--- config.mk ---
export PLATFORM = sky130hd
export DESIGN_NAME = sync_merge_ilas
export DESIGN_NICKNAME = d
export VERILOG_FILES = /design/src/rtl/sync_merge_pkg.sv /design/src/rtl/sync_cell.sv /design/src/rtl/sync_combine.sv /design/src/rtl/ilas_ctrl.sv /design/src/rtl/sync_merge_ilas.sv
export SDC_FILE = /design/constraint.sdc
export NUM_CORES = 1
export LEC_CHECK = 0
export BUFFER_PORTS_ARGS = -buffer_cell sky130_fd_sc_hd__buf_2
export CORE_MARGIN = 2
export CORE_UTILIZATION = 53
export DETAILED_ROUTE_END_ITERATION = 12
export PLACE_DENSITY = 0.9
export SYNTH_ARGS = -nofsm -noshare
export SYNTH_HDL_FRONTEND = slang
export SYNTH_SLANG_ARGS = --single-unit
--- constraint.sdc ---
create_clock -name clk -period 3.3 [get_ports clk]
set_input_delay 0.33 -clock clk [delete_from_list [all_inputs] [get_ports clk]]
set_output_delay 0.33 -clock clk [all_outputs]
set_load 0.005 [all_outputs]
--- src/rtl/sync_merge_pkg.sv ---
package sync_merge_pkg;

  typedef enum logic [1:0] {
    ST_REQ  = 2'd0,
    ST_WAIT = 2'd1,
    ST_DATA = 2'd2
  } link_st_t;

endpackage

--- src/rtl/sync_cell.sv ---
module sync_cell (
  input  logic clk,
  input  logic rst_n,
  input  logic d_n,
  output logic q_n
);

  logic meta_q;

  // Both stages reset to 0, so reset reads as an active request
  always_ff @(posedge clk or negedge rst_n) begin
    if (!rst_n) begin
      meta_q <= 1'b0;
      q_n    <= 1'b0;
    end else begin
      meta_q <= d_n;
      q_n    <= meta_q;
    end
  end

endmodule

--- src/rtl/sync_combine.sv ---
module sync_combine #(
  parameter int N_DEV = 4
) (
  input  logic             clk,
  input  logic             rst_n,
  input  logic [N_DEV-1:0] req_n_s,
  input  logic [N_DEV-1:0] dev_en,
  output logic             comb_n,
  output logic [N_DEV-1:0] sync_n_out
);

  // Masked-off devices read as released
  function automatic logic merge_req(input logic [N_DEV-1:0] r, input logic [N_DEV-1:0] m);
    return &(r | ~m);
  endfunction

  assign comb_n = merge_req(req_n_s, dev_en);

  // One register per device, all loaded from the same combined value
  for (genvar g = 0; g < N_DEV; g++) begin : g_fan
    always_ff @(posedge clk or negedge rst_n) begin
      if (!rst_n) sync_n_out[g] <= 1'b0;
      else        sync_n_out[g] <= comb_n;
    end
  end

endmodule

--- src/rtl/ilas_ctrl.sv ---
module ilas_ctrl
  import sync_merge_pkg::*;
#(
  parameter int N_LANES   = 4,
  parameter int MF_FRAMES = 4,
  parameter int CW        = 4
) (
  input  logic               clk,
  input  logic               rst_n,
  input  logic               comb_n,
  input  logic               err_rep_en,
  input  logic [CW-1:0]      err_len,
  output logic [N_LANES-1:0] ilas_start,
  output logic               err_rep,
  output logic               mf_first
);

  localparam int             MFW     = (MF_FRAMES > 1) ? $clog2(MF_FRAMES) : 1;
  localparam logic [MFW-1:0] MF_LAST = MFW'(MF_FRAMES - 1);
  localparam logic [CW-1:0]  RUN_MAX = {CW{1'b1}};

  link_st_t      st, st_nx;
  logic [MFW-1:0] mf_cnt;
  logic [CW-1:0]  low_run;
  logic           mf_last, ilas_fire, err_fire, resync;

  // Saturating count of consecutive low frames
  function automatic logic [CW-1:0] run_step(input logic [CW-1:0] r);
    return (r == RUN_MAX) ? r : r + 1'b1;
  endfunction

  // This low frame makes the run reach the limit
  function automatic logic run_at_limit(input logic [CW-1:0] r, input logic [CW-1:0] lim);
    return ((CW+1)'(r) + (CW+1)'(1)) >= (CW+1)'(lim);
  endfunction

  assign mf_last   = (mf_cnt == MF_LAST);
  assign mf_first  = (mf_cnt == '0);
  assign ilas_fire = (st == ST_WAIT) && comb_n && mf_last;
  assign err_fire  = (st == ST_DATA) && comb_n && (low_run != '0);
  assign resync    = !comb_n && (!err_rep_en || run_at_limit(low_run, err_len));

  always_comb begin
    st_nx = st;
    case (st)
      ST_REQ:  if (comb_n) st_nx = ST_WAIT;
      ST_WAIT: if (!comb_n) st_nx = ST_REQ;
               else if (mf_last) st_nx = ST_DATA;
      ST_DATA: if (resync) st_nx = ST_REQ;
      default: st_nx = ST_REQ;
    endcase
  end

  always_ff @(posedge clk or negedge rst_n) begin
    if (!rst_n) begin
      st      <= ST_REQ;
      mf_cnt  <= '0;
      low_run <= '0;
      err_rep <= 1'b0;
    end else begin
      st      <= st_nx;
      mf_cnt  <= mf_last ? '0 : mf_cnt + 1'b1;
      low_run <= comb_n ? '0 : run_step(low_run);
      err_rep <= err_fire;
    end
  end

  // Per-lane start registers share one next-state term
  for (genvar l = 0; l < N_LANES; l++) begin : g_lane
    always_ff @(posedge clk or negedge rst_n) begin
      if (!rst_n) ilas_start[l] <= 1'b0;
      else        ilas_start[l] <= ilas_fire;
    end
  end

endmodule

--- src/rtl/sync_merge_ilas.sv ---
module sync_merge_ilas #(
  parameter int N_DEV     = 4,
  parameter int N_LANES   = 4,
  parameter int MF_FRAMES = 4,
  parameter int CW        = 4
) (
  input  logic               clk,
  input  logic               rst_n,
  input  logic [N_DEV-1:0]   sync_n_in,
  input  logic [N_DEV-1:0]   dev_en,
  input  logic               err_rep_en,
  input  logic [CW-1:0]      err_len,
  output logic [N_DEV-1:0]   sync_n_out,
  output logic [N_LANES-1:0] ilas_start,
  output logic               err_rep
);

  logic [N_DEV-1:0] req_n_s;
  logic             comb_n;
  logic             mf_first;

  for (genvar d = 0; d < N_DEV; d++) begin : g_sync
    sync_cell u_cell (
      .clk   (clk),
      .rst_n (rst_n),
      .d_n   (sync_n_in[d]),
      .q_n   (req_n_s[d])
    );
  end

  sync_combine #(.N_DEV(N_DEV)) u_comb (
    .clk        (clk),
    .rst_n      (rst_n),
    .req_n_s    (req_n_s),
    .dev_en     (dev_en),
    .comb_n     (comb_n),
    .sync_n_out (sync_n_out)
  );

  ilas_ctrl #(.N_LANES(N_LANES), .MF_FRAMES(MF_FRAMES), .CW(CW)) u_ctrl (
    .clk        (clk),
    .rst_n      (rst_n),
    .comb_n     (comb_n),
    .err_rep_en (err_rep_en),
    .err_len    (err_len),
    .ilas_start (ilas_start),
    .err_rep    (err_rep),
    .mf_first   (mf_first)
  );

endmodule

---- After elaboration in Yosys (flattened, before gate mapping) ----
Index checks and enable logic that the tools add are counted.
Widths: inputs -> output; s select.
word-level totals
  register bits after elaboration ......... 19
  bits in latches ......................... 0
  bits in writable memories ............... 0
  memory bits (read-only) ................. 0
  bits of input ports ..................... 15
  output and inout bits ................... 9
  word-level logic and storage cells ...... 48
  memories kept ........................... 0
operators by class
  $add $sub $neg .......................... 3
  multiply operators ...................... 0
  div/mod/pow operators ................... 0
  $lt $le $gt $ge ......................... 1
  eq/ne operators ......................... 8
  shift-type cells ........................ 0
  muxes and demuxes ....................... 8
  bitwise operators ....................... 2
  reductions and logical operators ........ 12
operators by type and width
  cell                 number
  $mux 2               5
  $mux 4               2
  $pmux 2 s3           1
  $add 4x1->5 const B  1
  $ge 5x4->1           1
  $logic_and 1x1->1    5
  $add 4x1->4 const B  1
  $eq 2x2->1 const B   2
  $eq 4x4->1 const B   1
  $ne 2x2->1 const B   2
  $not 4->4            1
  $or 4x4->4           1
  $reduce_and 4->1     1
  $reduce_bool 4->1    1
  $ne 3x2->1 const B   1
  $reduce_and 3->1     1
  $add 2x1->2 const B  1
  $eq 2x1->1 const B   1
  $logic_not 1->1      2
  $logic_not 2->1      1
  $ne 2x1->1 const B   1
  $logic_or 1x1->1     1

---- Logic depth before layout (Yosys ltp) ----
  word-level depth ........................ 7
  gate-level depth with buffers ........... 7
  depth with buffers taken out ............ 7

---- Cells and area by module ----
From an unflattened synthesis, not the netlist that was laid out.
unflattened totals
  cell total of the unflattened synthesis .. 76
  area total of the unflattened synthesis .. 872.1 um2
modules (own cells, without submodules)
  module        instances  cells an instance  area each (um2)  seq. area each (um2)
  ilas_ctrl     1          59                 574.3            250.2
  sync_cell     4          2                  50.0             50.0
  sync_combine  1          9                  97.6             25.0

---- Worst setup path before layout ----
OpenSTA, ideal clock, no wires.
  kind .................................... flip-flop to flip-flop
  start point ............................. register u_ctrl.low_run[0]
  end point ............................... register u_ctrl.st[1]
  setup time .............................. 0.068 ns
  arrival time ............................ 1.515 ns
  path slack .............................. 1.718 ns
  cell stages (with the launch flop) ...... 8
  buffers on the path ..................... 0
  cells stage by stage .................... dfrtp_1 ha_1 xnor2_1 inv_1 ha_1 a211o_1 o211ai_1 a32o_1
on the way
  word-level cells in the longest chain between the ends .. 6
RTL lines
  item                               RTL line         text
  from (decl)                        ilas_ctrl.sv:24  logic [CW-1:0] low_run;
  from (signal assigned)             ilas_ctrl.sv:63  low_run <= comb_n ? '0 : run_step(low_run);
  $add 4x1->5                        ilas_ctrl.sv:34  return ((CW+1)'(r) + (CW+1)'(1)) >= (CW+1)'(lim);
  $ge 5x4->1                         ilas_ctrl.sv:34
  $logic_or 1x1->1                   ilas_ctrl.sv:41  assign resync = !comb_n && (!err_rep_en || run_at_limit(low_run, err_len));
  $logic_and 1x1->1                  ilas_ctrl.sv:41
  $ne 2x1->1 (no source line)        -
  $reduce_and 3->1 (no source line)  -
  to (signal assigned)               ilas_ctrl.sv:61  st <= st_nx;
  to (decl)                          ilas_ctrl.sv:22  link_st_t st, st_nx;
Every way passes these cells.
A chain may end at the register's enable or synchronous reset.

---- Worst setup path after layout ----
Ends and elaborated chain as after synthesis.

==> flow_summary.ini <==
[route]
route.detailed.drc = 0
wl_per_cell_um = 11.24
ant_nets = 0
first_pass_iters = 4
wirelength_mm = 1.203
routed_via_density = 5.000
drtIter0Drc = 5
num_vias = 535

[global_route]
grt.overflow.total = 0
grt_pass1_wl_mm = 2.028
grt_max_degree = 20
track_usage = 0.1470
antenna_found_initial = 0
grt_pass1_vias = 501

[sta]
max_freq_mhz = 589.9
hold_viol_final = 0
setup_slack_ns = 1.605
skew_ns = 0.003405
final.min_clock_period_ns = 1.695
setup_viol = 0
drv_slew = 0
slew_headroom = 0.7243
tightest_slew_ns = 0.4135
setup-tns-final_ns = 0
rsz0062_at_grt = false
min_period_over_period = 0.5137

[setup_path]
endpoint_kind = register
crit_path_top_delay_cell = dfrtp_1
critical_path.max_stage_delay_ns = 0.44
cp_max_fo = 5
arrival_ns = 1.93
cp-start-kind = register
path_class = register to register
path_buf_inv = 1
cp_cell_sequence = ha_1 > xnor2_1 > inv_1 > ha_1 > a211o_1 > o211ai_1 > a32o_1
crit_top_cell = ha_1
path_delay_family = compound AO/OA/AOI/OAI gates
cp.required_ns = 3.54

[final_layout]
drive_above_1_share = 0.3407
finalNetCount = 114
syn_to_final_growth_pct = 14.98
n_antenna_cell = 0
filler_cell_count = 117
multi_input_area_um2 = 294.0
regArea_um2 = 475.5
final_cell_area_um2 = 979.7

[placement]
dp_hpwl_um = 940.9
port_buffers = 23
dpl_worst_slack_ns = 1.622
place.gp.congestion = 0.7634
placed_cell_area_um2 = 942.2

[floorplan]
dieWidth_um = 44.10
core_area_mm2 = 0.001506
initial_core_util = 0.5656
die_area_mm2 = 0.001944
num_rows = 14
die_y_um = 44.10
ios = 24

[power]
power.leakage_nw = 0.5341
peakVddDrop_v = 0.0003034
p_per_area_mw_per_mm2 = 535.3
p_total_mw = 0.5245

[logic_synthesis]
synth-seq-cells = 19
synthFlopType = dfrtp_1
yosys_warnings = 0
syn_nets = 91
synth.distinct_cells = 21
synthCells = 69
seq_area_frac_synth = 0.5580
syn_avg_cell_area_um2 = 12.35
synth_edf_count = 0
netlist_area_um2 = 852.1
synth-async-reset-ratio = 1.000

[min_path]
hp-class = input pin to register

[outcome]
status = complete, no violations

[clock_network]
cts_buffers = 3
cts_sinks = 19
cts_setup_buffers = 0
cts_buffer_depth = 2
clk_pin_slew_ns = 0.10
cts-root-buf = clkbuf_4
clk_latency_ns = 0.29
cts_max_level = 1
cts_tree = done

[job]
cap_violations = 0
[sequential cells by signal (all words and copies together), names as in the netlist]
register,count
g_sync.u_cell.meta_q,4
u_ctrl.ilas_start,1
u_ctrl.low_run,4
u_ctrl.err_rep,1
g_sync.u_cell.q_n,4
u_ctrl.mf_cnt,2
u_ctrl.st,2
u_comb.sync_n_out,1
[final timing paths]
| check | to | startpoint | slack [ns] | depth (start not counted) |
|---|---|---|---|---|
| min in group asynchronous | u_ctrl.err_rep | rst_n | 0.49 | 2 |
| max in group asynchronous | g_sync[2].u_cell.meta_q | rst_n | 2.54 | 2 |
| worst min register to register | g_sync[1].u_cell.q_n | g_sync[1].u_cell.meta_q | 0.36 | 0 |
| worst max-delay path | u_ctrl.st[1] | u_ctrl.low_run[0] | 1.60 | 7 |
| worst min-delay path | g_sync[0].u_cell.meta_q | sync_n_in[0] | 0.14 | 1 |
| worst max register to register | u_ctrl.st[1] | u_ctrl.low_run[0] | 1.60 | 7 |
[per-layer routing]
| metal | global-route usage | up-vias | share of wire |
|---|---|---|---|
| li1 | - | 266 | - |
| met1 | 0.1955 | 251 | 0.44 |
| met2 | 0.2353 | 15 | 0.51 |
| met3 | 0.03673 | 3 | 0.041 |
| met4 | 0.05455 | 0 | 0.013 |
| met5 | 0 | - | 0 |
[Yosys cell counts, drive strengths merged, types with 2 or more instances]
cell type,count,area [um^2]
nand3,2,10.01
dfrtp,19,475.5
a21oi,2,10.01
inv,10,37.54
buf,6,45.04
nor2,6,22.52
xnor2,3,26.28
nand2,2,7.510
ha,7,87.58
[cell type report]
cell class / instances / share of cell area
flip-flops and latches: 19 / 0.4853
clock inverters: 1 / 0.005109
clock buffers: 3 / 0.02299
repair buffers: 24 / 0.1277
multi-input cells: 34 / 0.3001
well taps: 16 / 0.02043
inverters: 10 / 0.03831
[logic make-up after synthesis]
logic type	Yosys count	share of synthesized area
flip-flops	19	0.5580
buffers and inverters	16	0.09692
AND/OR/NAND/NOR	16	0.1116
AO/OA/AOI/OAI	7	0.08812
adder cells (fa/ha/maj)	7	0.1028
XOR/XNOR	3	0.03084
multiplexers	1	0.01175
[cells in the final DEF (no fill, tap or decap)]
cell           synthesis  layout
xnor2_1                3       3
nor4bb_1               1       1
a221oi_4               1       1
nand2_1                2       2
o22ai_2                1       1
and4b_1                1       1
dlygate4sd3_1          0       1
a32o_1                 1       1
clkbuf_4               0       3
nor2b_1                1       1
dfrtp_1               19      19
mux2i_1                1       1
clkinv_2               0       1
inv_1                 10      10
and3b_2                1       1
a211o_1                1       1
nor3b_2                1       1
o211ai_1               1       1
a21oi_1                2       2
nor2_1                 6       6
nand3_1                2       2
nand2b_1               1       1
buf_2                  0      23
ha_1                   7       7
[metrics by stage]
stage / cells / hold slack (ns) / utilization
4_1_cts: 107 / 0.1267 / 0.6503
5_1_grt: 107 / 0.1140 / 0.6503
6_report: 107 / 0.1374 / 0.6503
3_3_place_gp: 102 / 0.2714 / 0.6254
3_5_place_dp: 102 / 0.2791 / 0.6254
2_1_floorplan: 69 / 0.03441 / -
[worst register-to-register path, stage by stage, from the launching register on]
cell and delay, ns:
dfrtp_1 0.44, ha_1 0.24, xnor2_1 0.20, inv_1 0.06, ha_1 0.20, a211o_1 0.23, o211ai_1 0.09, a32o_1 0.18
[repair_timing]
action,CTS,global route
endpoints found under the hold margin,19,0
hold buffers,1,0
resized for setup,0,0
[power by group]
part	switching (mW)	leakage, nW	internal [mW]
Clock	0.0670	0.0177	0.0451
Sequential	0.0231	0.236	0.257
Combinational	0.0646	0.281	0.0673
Total	0.155	0.534	0.370
Power figures use the tool's default switching activity.
